**src/rtl/bvs_pkg.sv**
```systemverilog
package bvs_pkg;
  typedef enum logic [2:0] {
    ST_IDLE,
    ST_DECODE,
    ST_EXEC,
    ST_RDLATCH,
    ST_ACK
  } bvs_state_e;
endpackage

```
**src/rtl/bvs_sync.sv**
```systemverilog
module bvs_sync #(
  parameter int W       = 3,
  parameter bit RST_VAL = 1'b1
) (
  input  logic         clk,
  input  logic         rst,
  input  logic [W-1:0] d,
  output logic [W-1:0] q
);
  for (genvar i = 0; i < W; i++) begin : g_bit
    logic s1, s2;
    always_ff @(posedge clk) begin
      if (rst) begin
        s1 <= RST_VAL;
        s2 <= RST_VAL;
      end else begin
        s1 <= d[i];
        s2 <= s1;
      end
    end
    assign q[i] = s2;
  end
endmodule

```
**src/rtl/bvs_match.sv**
```systemverilog
module bvs_match #(
  parameter int          ADDR_W = 24,
  parameter int          BASE_W = 5,
  parameter int          AM_W   = 6,
  parameter logic [5:0]  ACC_AM = 6'h39,
  parameter int unsigned WIN_LO = 'h70000,
  parameter int unsigned WIN_HI = 'h70020,
  parameter int          LP_AW  = 6
) (
  input  logic [ADDR_W-1:0] addr,
  input  logic [AM_W-1:0]   am,
  input  logic              lword_n,
  input  logic [BASE_W-1:0] base,
  output logic              hit,
  output logic [LP_AW-1:0]  rel
);
  localparam int OFS_W = ADDR_W - BASE_W;

  logic [OFS_W-1:0] ofs, diff;
  logic base_ok, am_ok, win_ok;

  assign ofs     = addr[OFS_W-1:0];
  assign diff    = ofs - OFS_W'(WIN_LO);
  assign base_ok = (addr[ADDR_W-1 -: BASE_W] == base);
  assign am_ok   = (am == AM_W'(ACC_AM));
  assign win_ok  = (ofs >= OFS_W'(WIN_LO)) && (ofs <= OFS_W'(WIN_HI));
  assign hit     = base_ok && am_ok && lword_n && win_ok;
  assign rel     = diff[LP_AW-1:0];
endmodule

```
**src/rtl/bvs_ctrl.sv**
```systemverilog
module bvs_ctrl
  import bvs_pkg::*;
#(
  parameter int ADDR_W = 24,
  parameter int AM_W   = 6,
  parameter int DATA_W = 16,
  parameter int LP_AW  = 6
) (
  input  logic              clk,
  input  logic              rst,
  input  logic              as_s,
  input  logic [1:0]        ds_s,
  input  logic [ADDR_W-1:0] bus_addr,
  input  logic [AM_W-1:0]   bus_am,
  input  logic              bus_lword_n,
  input  logic              bus_write_n,
  input  logic [DATA_W-1:0] bus_din,
  output logic [ADDR_W-1:0] lat_addr,
  output logic [AM_W-1:0]   lat_am,
  output logic              lat_lword_n,
  input  logic              hit,
  input  logic [LP_AW-1:0]  rel,
  input  logic [DATA_W-1:0] eng_rdata,
  output logic              eng_we,
  output logic              eng_re,
  output logic [LP_AW-1:0]  eng_addr,
  output logic [1:0]        eng_be,
  output logic [DATA_W-1:0] eng_wdata,
  output logic [DATA_W-1:0] dout,
  output logic              oe,
  output logic              dtack_n
);
  bvs_state_e state;
  logic as_prev, lat_write_n;
  logic as_fall;

  assign as_fall = as_prev & ~as_s;

  always_ff @(posedge clk) begin
    if (rst) begin
      state       <= ST_IDLE;
      as_prev     <= 1'b1;
      lat_addr    <= '0;
      lat_am      <= '0;
      lat_lword_n <= 1'b1;
      lat_write_n <= 1'b1;
      eng_we      <= 1'b0;
      eng_re      <= 1'b0;
      eng_addr    <= '0;
      eng_be      <= '0;
      eng_wdata   <= '0;
      dout        <= '0;
      oe          <= 1'b0;
      dtack_n     <= 1'b1;
    end else begin
      as_prev <= as_s;
      eng_we  <= 1'b0;
      eng_re  <= 1'b0;
      case (state)
        ST_IDLE: begin
          if (as_fall) begin
            lat_addr    <= bus_addr;
            lat_am      <= bus_am;
            lat_lword_n <= bus_lword_n;
            lat_write_n <= bus_write_n;
            state       <= ST_DECODE;
          end
        end
        ST_DECODE: begin
          state <= ST_IDLE;
          if (hit) begin
            eng_addr <= rel;
            state    <= ST_EXEC;
          end
        end
        ST_EXEC: begin
          if (ds_s != 2'b11) begin
            eng_be <= ~ds_s;
            if (!lat_write_n) begin
              eng_wdata <= bus_din;
              eng_we    <= 1'b1;
              dtack_n   <= 1'b0;
              state     <= ST_ACK;
            end else begin
              eng_re <= 1'b1;
              state  <= ST_RDLATCH;
            end
          end else if (as_s) begin
            state <= ST_IDLE;
          end
        end
        ST_RDLATCH: begin
          dout    <= eng_rdata;
          oe      <= 1'b1;
          dtack_n <= 1'b0;
          state   <= ST_ACK;
        end
        ST_ACK: begin
          if (ds_s == 2'b11) begin
            dtack_n <= 1'b1;
            oe      <= 1'b0;
            state   <= ST_IDLE;
          end
        end
        default: state <= ST_IDLE;
      endcase
    end
  end

  AST_DECODE_ONE_CYCLE: assert property (@(posedge clk) disable iff (rst)
    state == ST_DECODE |=> state != ST_DECODE);
  AST_REJECT_TO_IDLE: assert property (@(posedge clk) disable iff (rst)
    (state == ST_DECODE && !hit) |=> state == ST_IDLE);
  AST_WE_PULSE: assert property (@(posedge clk) disable iff (rst)
    eng_we |=> !eng_we);
  AST_STROBE_LANES: assert property (@(posedge clk) disable iff (rst)
    (eng_we || eng_re) |-> eng_be != 2'b00);
  AST_DTACK_HOLD: assert property (@(posedge clk) disable iff (rst)
    (!dtack_n && ds_s != 2'b11) |=> !dtack_n);
  AST_RD_DATA_WITH_ACK: assert property (@(posedge clk) disable iff (rst)
    ($fell(dtack_n) && lat_write_n) |-> oe);
endmodule

```
**src/rtl/boot_vme_slave.sv**
```systemverilog
module boot_vme_slave #(
  parameter int          ADDR_W = 24,
  parameter int          BASE_W = 5,
  parameter int          AM_W   = 6,
  parameter int          DATA_W = 16,
  parameter logic [5:0]  ACC_AM = 6'h39,
  parameter int unsigned WIN_LO = 'h70000,
  parameter int unsigned WIN_HI = 'h70020,
  localparam int         LP_AW  = $clog2(WIN_HI - WIN_LO + 1)
) (
  input  logic              clk,
  input  logic              rst,
  input  logic [BASE_W-1:0] cfg_base,
  input  logic [ADDR_W-1:0] vme_addr,
  input  logic [AM_W-1:0]   vme_am,
  input  logic              vme_as_n,
  input  logic [1:0]        vme_ds_n,
  input  logic              vme_write_n,
  input  logic              vme_lword_n,
  input  logic [DATA_W-1:0] vme_data_i,
  output logic [DATA_W-1:0] vme_data_o,
  output logic              vme_data_oe,
  output logic              vme_dtack_n,
  output logic              eng_we,
  output logic              eng_re,
  output logic [LP_AW-1:0]  eng_addr,
  output logic [1:0]        eng_be,
  output logic [DATA_W-1:0] eng_wdata,
  input  logic [DATA_W-1:0] eng_rdata
);
  logic [2:0]        strb_s;
  logic [ADDR_W-1:0] lat_addr;
  logic [AM_W-1:0]   lat_am;
  logic              lat_lword_n;
  logic              hit;
  logic [LP_AW-1:0]  rel;

  bvs_sync #(.W(3), .RST_VAL(1'b1)) u_sync (
    .clk (clk),
    .rst (rst),
    .d   ({vme_ds_n, vme_as_n}),
    .q   (strb_s)
  );

  bvs_match #(
    .ADDR_W(ADDR_W), .BASE_W(BASE_W), .AM_W(AM_W), .ACC_AM(ACC_AM),
    .WIN_LO(WIN_LO), .WIN_HI(WIN_HI), .LP_AW(LP_AW)
  ) u_match (
    .addr    (lat_addr),
    .am      (lat_am),
    .lword_n (lat_lword_n),
    .base    (cfg_base),
    .hit     (hit),
    .rel     (rel)
  );

  bvs_ctrl #(
    .ADDR_W(ADDR_W), .AM_W(AM_W), .DATA_W(DATA_W), .LP_AW(LP_AW)
  ) u_ctrl (
    .clk         (clk),
    .rst         (rst),
    .as_s        (strb_s[0]),
    .ds_s        (strb_s[2:1]),
    .bus_addr    (vme_addr),
    .bus_am      (vme_am),
    .bus_lword_n (vme_lword_n),
    .bus_write_n (vme_write_n),
    .bus_din     (vme_data_i),
    .lat_addr    (lat_addr),
    .lat_am      (lat_am),
    .lat_lword_n (lat_lword_n),
    .hit         (hit),
    .rel         (rel),
    .eng_rdata   (eng_rdata),
    .eng_we      (eng_we),
    .eng_re      (eng_re),
    .eng_addr    (eng_addr),
    .eng_be      (eng_be),
    .eng_wdata   (eng_wdata),
    .dout        (vme_data_o),
    .oe          (vme_data_oe),
    .dtack_n     (vme_dtack_n)
  );
endmodule

```
**config.mk**
```make
export PLATFORM = sky130hd
export DESIGN_NAME = boot_vme_slave
export DESIGN_NICKNAME = d
export VERILOG_FILES = /design/src/rtl/bvs_pkg.sv /design/src/rtl/bvs_sync.sv /design/src/rtl/bvs_match.sv /design/src/rtl/bvs_ctrl.sv /design/src/rtl/boot_vme_slave.sv
export SDC_FILE = /design/constraint.sdc
export NUM_CORES = 1
export LEC_CHECK = 0
export BUFFER_PORTS_ARGS = -buffer_cell sky130_fd_sc_hd__buf_4
export CAP_MARGIN = 20
export CORE_ASPECT_RATIO = 0.75
export CORE_MARGIN = 2
export CORE_UTILIZATION = 25
export DETAILED_ROUTE_END_ITERATION = 12
export MAX_ROUTING_LAYER = met4
export PLACE_DENSITY_LB_ADDON = 0.05
export SLEW_MARGIN = 40
export SYNTH_ARGS = -nofsm -noshare
export SYNTH_HDL_FRONTEND = slang
export SYNTH_HIERARCHICAL = 1
export SYNTH_SLANG_ARGS = --single-unit
```
**constraint.sdc**
```tcl
create_clock -name clk -period 1.8 [get_ports clk]
set_input_delay 0 -clock clk [delete_from_list [all_inputs] [get_ports clk]]
set_output_delay 0 -clock clk [all_outputs]
set_load 0.02 [all_outputs]
```
After elaboration in Yosys (flattened, before gate mapping) --
Index checks and enable logic that the tools add are counted.
Operators by class: add/subtract/negate cells 1, multiply operators 0, divide/modulo/power cells 0, magnitude comparators 2, equality and inequality tests 13, shift operators 0, mux-type cells 15, bitwise gates (word level) 6, reductions and logical operators 15
Operator list (count):
- $ge 19x19->1 const B | 1
- $le 19x19->1 const B | 1
- $mux 3 | 5
- $pmux 3 s5 | 1
- $reduce_and 2->1 | 4
- $eq 3x2->1 const B | 2
- $eq 6x6->1 const B | 1
- $mux 1 | 6
- $ne 2x1->1 const B | 3
- $reduce_and 3->1 | 2
- $sub 6x1->6 const B | 1
- $eq 5x5->1 | 1
- $logic_and 1x1->1 | 4
- $ne 2x2->1 const B | 2
- $not 1->1 | 4
- $reduce_and 4->1 | 1
- $eq 3x1->1 const B | 1
- $eq 3x3->1 const B | 1
- $logic_not 3->1 | 1
- $ne 3x2->1 const B | 1
- $pmux 1 s3 | 1
- $reduce_bool 3->1 | 1
- $reduce_or 3->1 | 1
- $eq 2x2->1 const B | 1
- other kinds (5) | 5
Word-level totals: bits in registers 86, latch bits 0, memory bits (writable) 0, memory bits (read-only) 0, output and inout port bits 44, logic and storage cells 72, memories kept 0

Logic depth before layout (Yosys ltp) --
Gate-level depths: netlist of the first run.
word-level depth 6, mapped depth 7

Hierarchy --
The synthesis of the first run kept the hierarchy.
Modules (own cells, without submodules):
- bvs_ctrl | times used 1, cells each 349, area each 3278.1 µm², seq. area each 1601.5 µm²
- bvs_match | times used 1, cells each 23, area each 183.9 µm², seq. area each 0.0 µm²
- bvs_sync | times used 1, cells each 15, area each 180.2 µm², seq. area each 120.1 µm²

Least setup slack after synthesis of the first run --
No wires, ideal clock.
path kind register to register, start register u_ctrl.lat_addr[9], end register u_ctrl.eng_addr[0], library setup time 0.117 ns, data arrival time 1.661 ns, slack 0.022 ns, stages on the path, launching flop included 8, buffers on the path 1, period minus slack after synthesis 1.778 ns, path through dfxtp_1 -> nor4b_2 -> nand4_1 -> a2111oi_2 -> nor4bb_1 -> buf_2 -> mux2i_1 -> nor2_1
On the way: word-level cells in the longest chain between the ends 4, elaborated cells between the ends (all ways) 5
RTL lines:
- start, declared | RTL line bvs_ctrl.sv:18 | output logic [ADDR_W-1:0] lat_addr,
- start signal, assigned | RTL line bvs_ctrl.sv:62 | lat_addr <= bus_addr;
- $ge 19x19->1 or $le 19x19->1 (tied branches) | RTL line bvs_match.sv:26 | assign win_ok = (ofs >= OFS_W'(WIN_LO)) && (ofs <= OFS_W'(WIN_HI));
- $logic_and 1x1->1 (*) | RTL line bvs_match.sv:26
- $logic_and 1x1->1 (*) | RTL line bvs_match.sv:27 | assign hit = base_ok && am_ok && lword_n && win_ok;
- named net hit | RTL line boot_vme_slave.sv:35 | logic hit;
- $reduce_and 2->1 (no line) (*)
- end signal, assigned | RTL line bvs_ctrl.sv:72 | eng_addr <= rel;
- end, declared | RTL line bvs_ctrl.sv:26 | output logic [LP_AW-1:0] eng_addr,
Mark *: on every way through the listed nets, which the timed path passes. The rest lies on a longest branch. A chain may end at the register's enable or synchronous reset.

Worst setup path after layout of the first run --
start register u_ctrl.lat_addr[23], end register u_ctrl.eng_addr[0]
On the way: word-level cells in the longest chain between the ends 5
RTL lines:
- $eq 5x5->1 | RTL line bvs_match.sv:24 | assign base_ok = (addr[ADDR_W-1 -: BASE_W] == base);
- $logic_and 1x1->1 (3 in series) | RTL line bvs_match.sv:27
- named net hit | RTL line boot_vme_slave.sv:35
- $reduce_and 2->1 (no line)
The timed path passes the listed nets, and every way through them passes these cells.

==> results of run 1 <==
layer usage:
layer	up-vias	track usage (%)	routed length, um
li1	1639	-	-
met1	1468	17.03	4835
met2	76	18.37	4085
met3	10	3.587	486
met4	0	3.782	117
met5	-	-	0
worst min-delay path by stage:
stage                     start                 end  slack, ns  cells past startpoint
floorplan                   rst  u_sync/g_bit[0].s1        0.1                      1
global placement    vme_ds_n[0]  u_sync/g_bit[1].s1       0.18                      2
detailed placement  vme_ds_n[1]  u_sync/g_bit[2].s1       0.18                      2
CTS                 vme_ds_n[1]  u_sync/g_bit[2].s1       0.39                      3
global route        vme_ds_n[1]  u_sync/g_bit[2].s1       0.41                      3
finish              vme_ds_n[1]  u_sync/g_bit[2].s1       0.40                      3
synth_stat cells, drive strengths merged:
| master | n |
|---|---|
| nor2b | 1 |
| and4 | 1 |
| a41o | 1 |
| a211oi | 2 |
| or2 | 7 |
| o31ai | 1 |
| nor3 | 2 |
| xnor2 | 5 |
| or3b | 1 |
| a31oi | 1 |
| a21o | 2 |
| nand4 | 2 |
| nor3b | 1 |
| clkbuf | 13 |
| nor4b | 2 |
| and3b | 1 |
| and4bb | 1 |
| nand3 | 20 |
| nand2 | 35 |
| o21ai | 19 |
| a21oi | 37 |
| nand3b | 1 |
| nor4bb | 1 |
| nor4 | 1 |
| nand2b | 62 |
| nor2 | 15 |
| dfxtp | 86 |
| and3 | 1 |
| buf | 26 |
| a2111oi | 1 |
| mux2i | 38 |
cells in the final DEF (no fill, tap or decap), drive strengths merged, types with 2 or more instances in the layout:
master       synthesis  routed
o21ai               19      19
dfxtp               86      86
dlygate4sd3          0      68
nand2b              62      62
clkinvlp             0       3
a21o                 2       2
nand3               20      20
buf                 26     134
xnor2                5       5
a21oi               37      37
clkinv               0       3
clkbuf              13       9
nor2                15      15
a211oi               2       2
nand4                2       2
or2                  7       7
nand2               35      35
mux2i               38      38
nor4b                2       2
nor3                 2       2
timing repair:
| item | in CTS | in global routing |
|---|---|---|
| hold endpoints to repair | 70 | 0 |
| resized for setup | 2 | 6 |
| endpoints found under the setup margin | 7 | 7 |
| cloned | 0 | 0 |
| pin swaps | 2 | 6 |
| hold buffers | 68 | 0 |
| setup buffers | 1 | 0 |
per-stage QoR:
stage                     utilization [%]  total power, mW  cells  setup WS [ns]
after detailed placement            32.52            2.309    681        -0.1829
after global placement              32.52            2.309    681        -0.1372
after global routing                39.53            4.305    766        -0.2603
final                               39.53            4.126    766        -0.1232
after floorplan                         -            2.144    387        0.02210
after CTS                           39.28            4.207    766        -0.1159
sequential cells by signal, summed over array words and instances, names as in the netlist:
signal	flops
u_ctrl/eng_we	1
u_ctrl/lat_am	6
u_ctrl/as_prev	1
u_ctrl/lat_lword_n	1
u_ctrl/oe	1
u_ctrl/lat_addr	24
u_ctrl/eng_addr	6
u_ctrl/lat_write_n	1
u_ctrl/eng_wdata	16
u_ctrl/eng_re	1
u_sync/g_bit.s2	3
u_ctrl/state	3
u_ctrl/eng_be	2
u_ctrl/dtack_n	1
u_ctrl/dout	16
u_sync/g_bit.s1	3
worst register-to-register path: stages (launching register included):
cell and delay (ns):
dfxtp_1 0.35, xnor2_1 0.13, nand4_1 0.24, a2111oi_4 0.37, nor4bb_2 0.24, buf_4 0.22
mux2i_1 0.20, nor2_1 0.06
area by class of cell:
class                   instances  area (sq um)
well taps                     200         250.2
multi-input cells             262          1715
clock inverters                 7         50.05
fillers                      1485          8682
repair buffers                202          1712
flip-flops and latches         86          1724
clock buffers                   9         225.2
power groups by stage:
stage	sequential [mW]	combinational [mW]	clock, mW
floorplan	1.99	0.154	0
global placement	2.00	0.310	0
detailed placement	2.00	0.310	0
CTS	1.96	0.429	1.82
global route	1.96	0.474	1.87
finish	1.96	0.433	1.73
kinds of logic (layout without fill, tap and decap cells):
group                     Yosys count  count (layout)
DFF                                86              86
and+or+nand+nor                   155             155
xor gates and xnor gates            5               5
muxes                              38              38
buffers and inverters              39             218
AOI/OAI and AO/OA                  64              64
==> flow_summary.ini, run 1 <==
[timing]
period_needed_ns = 1.923
finalCritPeriodShare_pct = 106.8
timing.slew.headroom_pct = 54.02
max_freq_ghz = 0.5200
clock_skew_ns = 0.008084
tightest_slew_ns = 0.6897
hold_violations = 0
setup_violations = 7
timing.final.ws_setup_ns = -0.1232
tns_ns = -0.6907
hold_ws_ns = 0.3960
grt_setup_unrepaired = true
maxSlewViolCount = 0

[critical_path]
critPathKind = register to register
worstPathArrival_ns = 2.15
rr_endpoint = u_ctrl/eng_addr[0]
cp_num_buf_inv = 1
crit_chain = xnor2_1 > nand4_1 > a2111oi_4 > nor4bb_2 > buf_4 > mux2i_1 > nor2_1
r2r_start = u_ctrl/lat_addr[23]
startpoint = u_ctrl/lat_addr[23]
cp.depth = 7
r2r_cells = 7
cpPeakStageDelay_ns = 0.37
reg2reg_slack_ns = -0.12
cp_top_family = simple AND/OR/NAND/NOR gates
path_max_fanout = 7
required_ns = 2.03
critPathSlowestCell = a2111oi_4
end_kind = register
crit_path_end = u_ctrl/eng_addr[0]
setup.worst_path.start_class = register

[power]
peakVddDrop_mv = 0.3945
power_leakage_nw = 2.204
power_density_mw_per_mm2 = 726.8
p_sw_share_pct = 23.41
p_int_mw = 3.160
p_switching_mw = 0.9659
share_comb_of_total_power_pct = 10.5
p_seq_share_pct = 47.5
pwr-share-clk_pct = 42.1

[die]
coreArea_sq_mm = 0.01436
die_w_um = 143.4
die_h_um = 108.5
num_rows = 38
die_area_sq_mm = 0.01556
initial_core_util_pct = 25.37
io_pins = 118

[layout]
antenna_cells = 0
nets = 635
areaGrowthSynthToFinish_pct = 55.86
design_area_sq_mm = 0.005677
final_layout_size_suffix_gt1_share_pct = 30.57

[placed_design]
post-dp-hpwl_um = 6147
routabilityCongestion = 0.6822
numPortBuffers = 117
postPlaceCellArea_sq_mm = 0.004669

[clock_network]
clk_pin_slew_ns = 0.07
clock-root-buffer = clkbuf_16
cts_tree = built
clk_latency_ns = 0.34
numCtsBuffers = 9
h-tree-depth = 3
cts_sinks = 86
clockBufferDepth = 2

[synth]
syn_avg_cell_area_sq_um = 9.411
synth_top_area_share_pct = 47.27
synth_area_sq_mm = 0.003642
synth_xor_area_share_pct = 1.202
synth_cell_types = 39
yosysTopAreaCell = dfxtp_1
synth_warnings = 6
synth_compound_area_share_pct = 10.61
yosys-top-cells-area = dfxtp_1 47%, nand2b_1 11%, mux2i_1 10%
syn_nets = 461
synth-simple-area-share_pct = 23.50
synth_top_family_by_area = simple AND/OR/NAND/NOR gates
synth_seq_cells = 86
synthCells = 387
synth_mux_area_share_pct = 10.44
ys_seq_area_share_pct = 47.27
yosys.area_share.adder_pct = 0

[drt]
drtPass1Iterations = 4
drt_iter0_drc = 92
viasPerCell = 4.168
detail-route-antenna-nets = 0
vias = 3193
drc_errors = 0
routed_wirelength_um = 9524
wl_per_cell_um = 12.43

[job]
drv_cap = 0

[min_path]
holdCritPathClass = input port to register

[global_route]
overflow = 0
first_global_vias = 3028
antenna_found_initial = 0
grt_pass1_wl_um = 14960
grt_max_degree = 74
grt_usage_pct = 12.64

[run_status]
violations = setup timing
outcome = complete, but fails checks
(Power assumes the default switching activity.)
==> run 2: changes to the inputs <==
--- a/config.mk
+++ b/config.mk
@@ -9,7 +9,7 @@
 export CAP_MARGIN = 20
 export CORE_ASPECT_RATIO = 0.75
 export CORE_MARGIN = 2
-export CORE_UTILIZATION = 25
+export CORE_UTILIZATION = 46
 export DETAILED_ROUTE_END_ITERATION = 12
 export MAX_ROUTING_LAYER = met4
 export PLACE_DENSITY_LB_ADDON = 0.05
==> run 2 against run 1 <==
  * The run still ends with setup timing left
  * Highest routed layer unchanged
  * Power is 12% lower
  * Final cell count is 13% lower
  * Critical endpoint is now u_ctrl/eng_addr[4]
  * Largest power group unchanged
  * Sequential cell count stayed put
==> flow_summary.ini, run 2 (same netlist as run 1, synthesis figures left out) <==
[run_status]
outcome = complete, but fails checks
violations = setup timing

[timing]
hold_violations = 0
period_needed_ns = 1.872
clock_skew_ns = 0.009784
max_freq_ghz = 0.5341
timing.slew.headroom_pct = 51.32
finalCritPeriodShare_pct = 104.0
grt_setup_unrepaired = true
maxSlewViolCount = 0
tightest_slew_ns = 0.7302
setup_violations = 6
timing.final.ws_setup_ns = -0.07216

[die]
io_pins = 118
num_rows = 28
die_area_sq_mm = 0.008653
coreArea_sq_mm = 0.007777
initial_core_util_pct = 46.83
die_h_um = 81.06
die_w_um = 106.8

[critical_path]
startpoint = u_ctrl/lat_addr[10]
setup.worst_path.start_class = register
path_max_fanout = 7
required_ns = 2.01
end_kind = register
critPathKind = register to register
critPathSlowestCell = dfxtp_2
crit_chain = nor4b_4 > nand2_1 > a2111oi_2 > nor4bb_2 > buf_4 > mux2i_1 > nor2_1
worstPathArrival_ns = 2.08
r2r_start = u_ctrl/lat_addr[10]
cpPeakStageDelay_ns = 0.34

[power]
p_seq_share_pct = 53.6
p_int_mw = 2.848
p_sw_share_pct = 21.98
power_mw = 3.651
pwr-share-clk_pct = 34.8
power_leakage_nw = 2.177
p_switching_mw = 0.8024
peakVddDrop_mv = 0.5341
share_comb_of_total_power_pct = 11.6
power_density_mw_per_mm2 = 670.6

[layout]
layout_common_cells = 131 x buf_4, 82 x dfxtp_1, 67 x dlygate4sd3_1, 62 x nand2b_1, 38 x mux2i_1
mostFrequentLayoutCell = buf_4
nets = 633
final_layout_size_suffix_gt1_share_pct = 30.37
areaGrowthSynthToFinish_pct = 49.47
design_area_sq_mm = 0.005444
reg_top3 = u_ctrl/lat_addr: 24 flops, u_ctrl/dout: 16 flops, u_ctrl/eng_wdata: 16 flops
largest_reg_flops = 24
antenna_cells = 0
post-route-util_pct = 70.00
top_register = u_ctrl/lat_addr

[clock_network]
clockBufferDepth = 2
clk_latency_ns = 0.35
numCtsBuffers = 9
h-tree-depth = 3
cts_sinks = 86
clk_pin_slew_ns = 0.08
clock-root-buffer = clkbuf_8
cts_tree = built

[drt]
drc_errors = 0
routed_wirelength_um = 9069
drtPass1Iterations = 5
drt_iter0_drc = 99
vias = 3209
detail-route-antenna-nets = 0
viasPerCell = 4.804
wl_per_cell_um = 13.58

[global_route]
antenna_found_initial = 0
overflow = 0
grt_max_degree = 97
first_global_vias = 3081
grt_usage_pct = 21.82
grt_pass1_wl_um = 14530

[placed_design]
routabilityCongestion = 0.7316
numPortBuffers = 117
place_ws_ns = -0.2154
post-dp-hpwl_um = 5510
postPlaceCellArea_sq_mm = 0.004558

[job]
drv_cap = 0

[min_path]
hp-start = rst
holdCritPathClass = input port to register
[run 2: cell types whose count changed in the layout (fill, tap and decap cells not counted), moves of 2 or more]
cell        before  now
clkbuf_1         0    2
clkbuf_16        9    0
clkbuf_8         0    9
clkinvlp_4       3    0
dfxtp_1         84   82
dfxtp_2          2    4
[run 2: area by class of cell]
class	instances	area [sq um]
timing repair buffer	200	1694
clock inverter	4	48.80
multi-input combinational	262	1712
sequential	86	1727
tap	105	131.4
fill	633	2333
clock buffer	11	131.4
[run 2: repair_timing]
item / 4_1_cts / 5_1_grt
pin swaps: 5 / 3
endpoints found under the setup margin: 7 / 7
buffers inserted: 0 / 0
endpoints found under the hold margin: 67 / 0
gates cloned: 0 / 0
gates resized for setup: 7 / 2
hold buffers: 67 / 0
[run 2: power by group through the flow]
stage	registers [mW]	logic (mW)	clock network [mW]
2_1_floorplan	1.99	0.154	0
3_3_place_gp	2.00	0.295	0
5_1_grt	1.96	0.456	1.39
6_report	1.96	0.423	1.27
4_1_cts	1.96	0.417	1.32
3_5_place_dp	2.00	0.299	0
[run 2: stage by stage]
step	cells	hold WS [ns]	TNS (ns)
after global routing	668	0.2145	-1.243
after global placement	587	0.1805	-0.7194
final	668	0.2030	-0.4031
after detailed placement	587	0.1809	-1.221
after CTS	668	0.1922	-0.5080
after floorplan	387	0.09714	0
[run 2: worst paths after layout]
check / slack, ns / cells after the start / endpoint
worst min register to register: 0.41 / 1 / u_sync/g_bit[1].s2
worst max register to register: -0.07 / 7 / u_ctrl/eng_addr[4]
worst min-delay path: 0.20 / 2 / u_ctrl/eng_re
worst max-delay path: -0.07 / 7 / u_ctrl/eng_addr[4]
[run 2: critical path, delay by kind of cell (launching register included)]
kind,cells,cell delay [ns]
AOI/OAI and AO/OA,1,0.28
buffers and inverters,1,0.23
DFF,1,0.34
muxes,1,0.19
and+or+nand+nor,4,0.70
[run 2: per-layer routing]
layer  vias to the layer above  share of wire, %  routed length (um)  track usage, %
met5                         -                 0                   0               -
met4                         0              0.64                  58           5.065
met3                         7               5.3                 484           6.019
met2                        85                49                4421           36.11
met1                      1480                45                4105           26.86
li1                       1637                 -                   -               -
==> run 3: changes to the inputs <==
--- a/config.mk
+++ b/config.mk
@@ -9,7 +9,7 @@
 export CAP_MARGIN = 20
 export CORE_ASPECT_RATIO = 0.75
 export CORE_MARGIN = 2
-export CORE_UTILIZATION = 46
+export CORE_UTILIZATION = 50
 export DETAILED_ROUTE_END_ITERATION = 12
 export MAX_ROUTING_LAYER = met4
 export PLACE_DENSITY_LB_ADDON = 0.05
==> constraint.sdc (replaced) <==
create_clock -name clk -period 1.76 [get_ports clk]
set_input_delay 0 -clock clk [delete_from_list [all_inputs] [get_ports clk]]
set_output_delay 0 -clock clk [all_outputs]
set_load 0.02 [all_outputs]
==> run 3 against run 2 <==
  * The run still ends with setup timing left
  * Final cell count down 0.30%
  * Register-to-register slack worse by 0.04 ns
  * Critical path depth unchanged
  * Clock power up 6%
  * Largest power group unchanged
  * Power up 3.8%
  * Clock-buffer cell count up 2
==> flow_summary.ini, run 3 (same netlist as run 1, synthesis figures left out) <==
[critical_path]
required_ns = 1.97
worstPathArrival_ns = 2.08
critPathKind = register to register
setup.worst_path.start_class = register
path_max_fanout = 7
cpPeakStageDelay_ns = 0.35
critPathSlowestCell = dfxtp_1
r2r_start = u_ctrl/lat_addr[21]
reg2reg_slack_ns = -0.11
r2r_cells = 7
crit_chain = xnor2_1 > nand4_1 > a2111oi_2 > nor4bb_2 > buf_4 > mux2i_2 > nor2_1
cp_top_family = simple AND/OR/NAND/NOR gates
rr_endpoint = u_ctrl/eng_addr[5]
cp_num_buf_inv = 1
end_kind = register

[run_status]
outcome = complete, but fails checks
violations = setup timing

[timing]
period_needed_ns = 1.869
timing.slew.headroom_pct = 62.32
maxSlewViolCount = 0
hold_violations = 0
grt_setup_unrepaired = true
tns_ns = -0.4467
finalCritPeriodShare_pct = 106.2
clock_skew_ns = 0.01020
setup_violations = 7
max_freq_ghz = 0.5350
tightest_slew_ns = 0.5651
timing.final.ws_setup_ns = -0.1093

[drt]
viasPerCell = 4.907
detail-route-antenna-nets = 0
vias = 3268
routed_wirelength_um = 9376
drtPass1Iterations = 4
drc_errors = 0
wl_per_cell_um = 14.08
drt_iter0_drc = 131

[power]
peakVddDrop_mv = 0.4749
p_seq_share_pct = 52.8
p_sw_share_pct = 21.76
share_comb_of_total_power_pct = 11.5
p_switching_mw = 0.8247
power_leakage_nw = 2.191
power_density_mw_per_mm2 = 692.0
p_int_mw = 2.965
pwr-share-clk_pct = 35.7

[clock_network]
clockBufferDepth = 2
cts_tree = built
cts_sinks = 86
clk_latency_ns = 0.34
clock-root-buffer = clkbuf_8
clk_pin_slew_ns = 0.08
h-tree-depth = 3
numCtsBuffers = 9

[global_route]
first_global_vias = 3306
grt_usage_pct = 24.95
top_usage_layer = met2
grt_use_met2_pct = 41.50
grt_max_degree = 75
overflow = 0
met3_usage_pct = 5.135
grt_pass1_wl_um = 15220
grt_use_met1_pct = 29.99
antenna_found_initial = 0

[die]
io_pins = 118
initial_core_util_pct = 52.56
coreArea_sq_mm = 0.006929
die_h_um = 77.92
num_rows = 26
die_w_um = 102.6
die_area_sq_mm = 0.007990

[placed_design]
routabilityCongestion = 0.7566
post-dp-hpwl_um = 5416
numPortBuffers = 117

[min_path]
min_to = u_ctrl/eng_addr[5]
hold_depth = 2
hp-start = rst
holdCritPathClass = input port to register

[layout]
areaGrowthSynthToFinish_pct = 50.36
nets = 637
top_register = u_ctrl/lat_addr
reg_top3 = u_ctrl/lat_addr: 24 flops, u_ctrl/dout: 16 flops, u_ctrl/eng_wdata: 16 flops
antenna_cells = 0
post-route-util_pct = 79.04
layout_common_cells = 134 x buf_4, 83 x dfxtp_1, 67 x dlygate4sd3_1, 62 x nand2b_1, 37 x mux2i_1
mostFrequentLayoutCell = buf_4
largest_reg_flops = 24
final_layout_size_suffix_gt1_share_pct = 30.63

[job]
drv_cap = 0
## run 3: cell count changes in the layout (fill, tap and decap cells not counted), sizes merged
cell / before / now
buf: 133 / 137
clkbuf: 11 / 13
clkinv: 3 / 2
## run 3: area by class of cell
cell class	count	area (sq um)
repair buffers	204	1737
flip-flops and latches	86	1725
multi-input cells	262	1699
fillers	474	1453
clock buffers	13	148.9
well taps	98	122.6
clock inverters	3	43.79
## run 3: per-layer routing
| layer | vias to the layer above | share of wire [%] |
|---|---|---|
| li1 | 1655 | - |
| met1 | 1495 | 45 |
| met2 | 101 | 48 |
| met3 | 17 | 5.2 |
| met4 | 0 | 1.8 |
| met5 | - | 0 |
## run 3: repair_timing
item / in CTS / in global routing
gates cloned: 0 / 0
setup buffers: 1 / 0
hold buffers: 67 / 0
hold endpoints to repair: 67 / 0
endpoints found under the setup margin: 7 / 7
resized for setup: 4 / 3
pin swaps: 5 / 2
## run 3: how the worst max path moves through the flow
stage | startpoint | to | slack, ns | cells past startpoint
5_1_grt | u_ctrl/lat_addr[12] | u_ctrl/eng_addr[5] | -0.28 | 7
6_report | u_ctrl/lat_addr[21] | u_ctrl/eng_addr[5] | -0.11 | 7
2_1_floorplan | u_ctrl/lat_addr[9] | u_ctrl/eng_addr[0] | 0.006 | 7
4_1_cts | u_ctrl/lat_addr[14] | u_ctrl/eng_addr[0] | -0.10 | 7
3_3_place_gp | u_ctrl/lat_addr[13] | u_ctrl/eng_addr[1] | -0.18 | 7
3_5_place_dp | u_ctrl/lat_addr[13] | u_ctrl/eng_addr[0] | -0.21 | 7
## run 3: power by group through the flow
| stage | Combinational (mW) | Clock [mW] | Sequential [mW] |
|---|---|---|---|
| after CTS | 0.428 | 1.39 | 2.00 |
| after global routing | 0.470 | 1.47 | 2.01 |
| after floorplan | 0.157 | 0 | 2.04 |
| after detailed placement | 0.305 | 0 | 2.04 |
| final | 0.436 | 1.35 | 2.00 |
| after global placement | 0.302 | 0 | 2.04 |
## run 3: metrics by stage
step                hold WS, ns  cells  power, mW  area [sq um]  setup WS (ns)
floorplan               0.09714    387      2.193          3645       0.006234
CTS                      0.1261    666      3.817          5470        -0.1024
global route             0.1665    666      3.942          5477        -0.2837
finish                   0.1460    666      3.790          5477        -0.1093
global placement         0.1813    582      2.345          4577        -0.1775
detailed placement       0.1827    582      2.350          4577        -0.2065
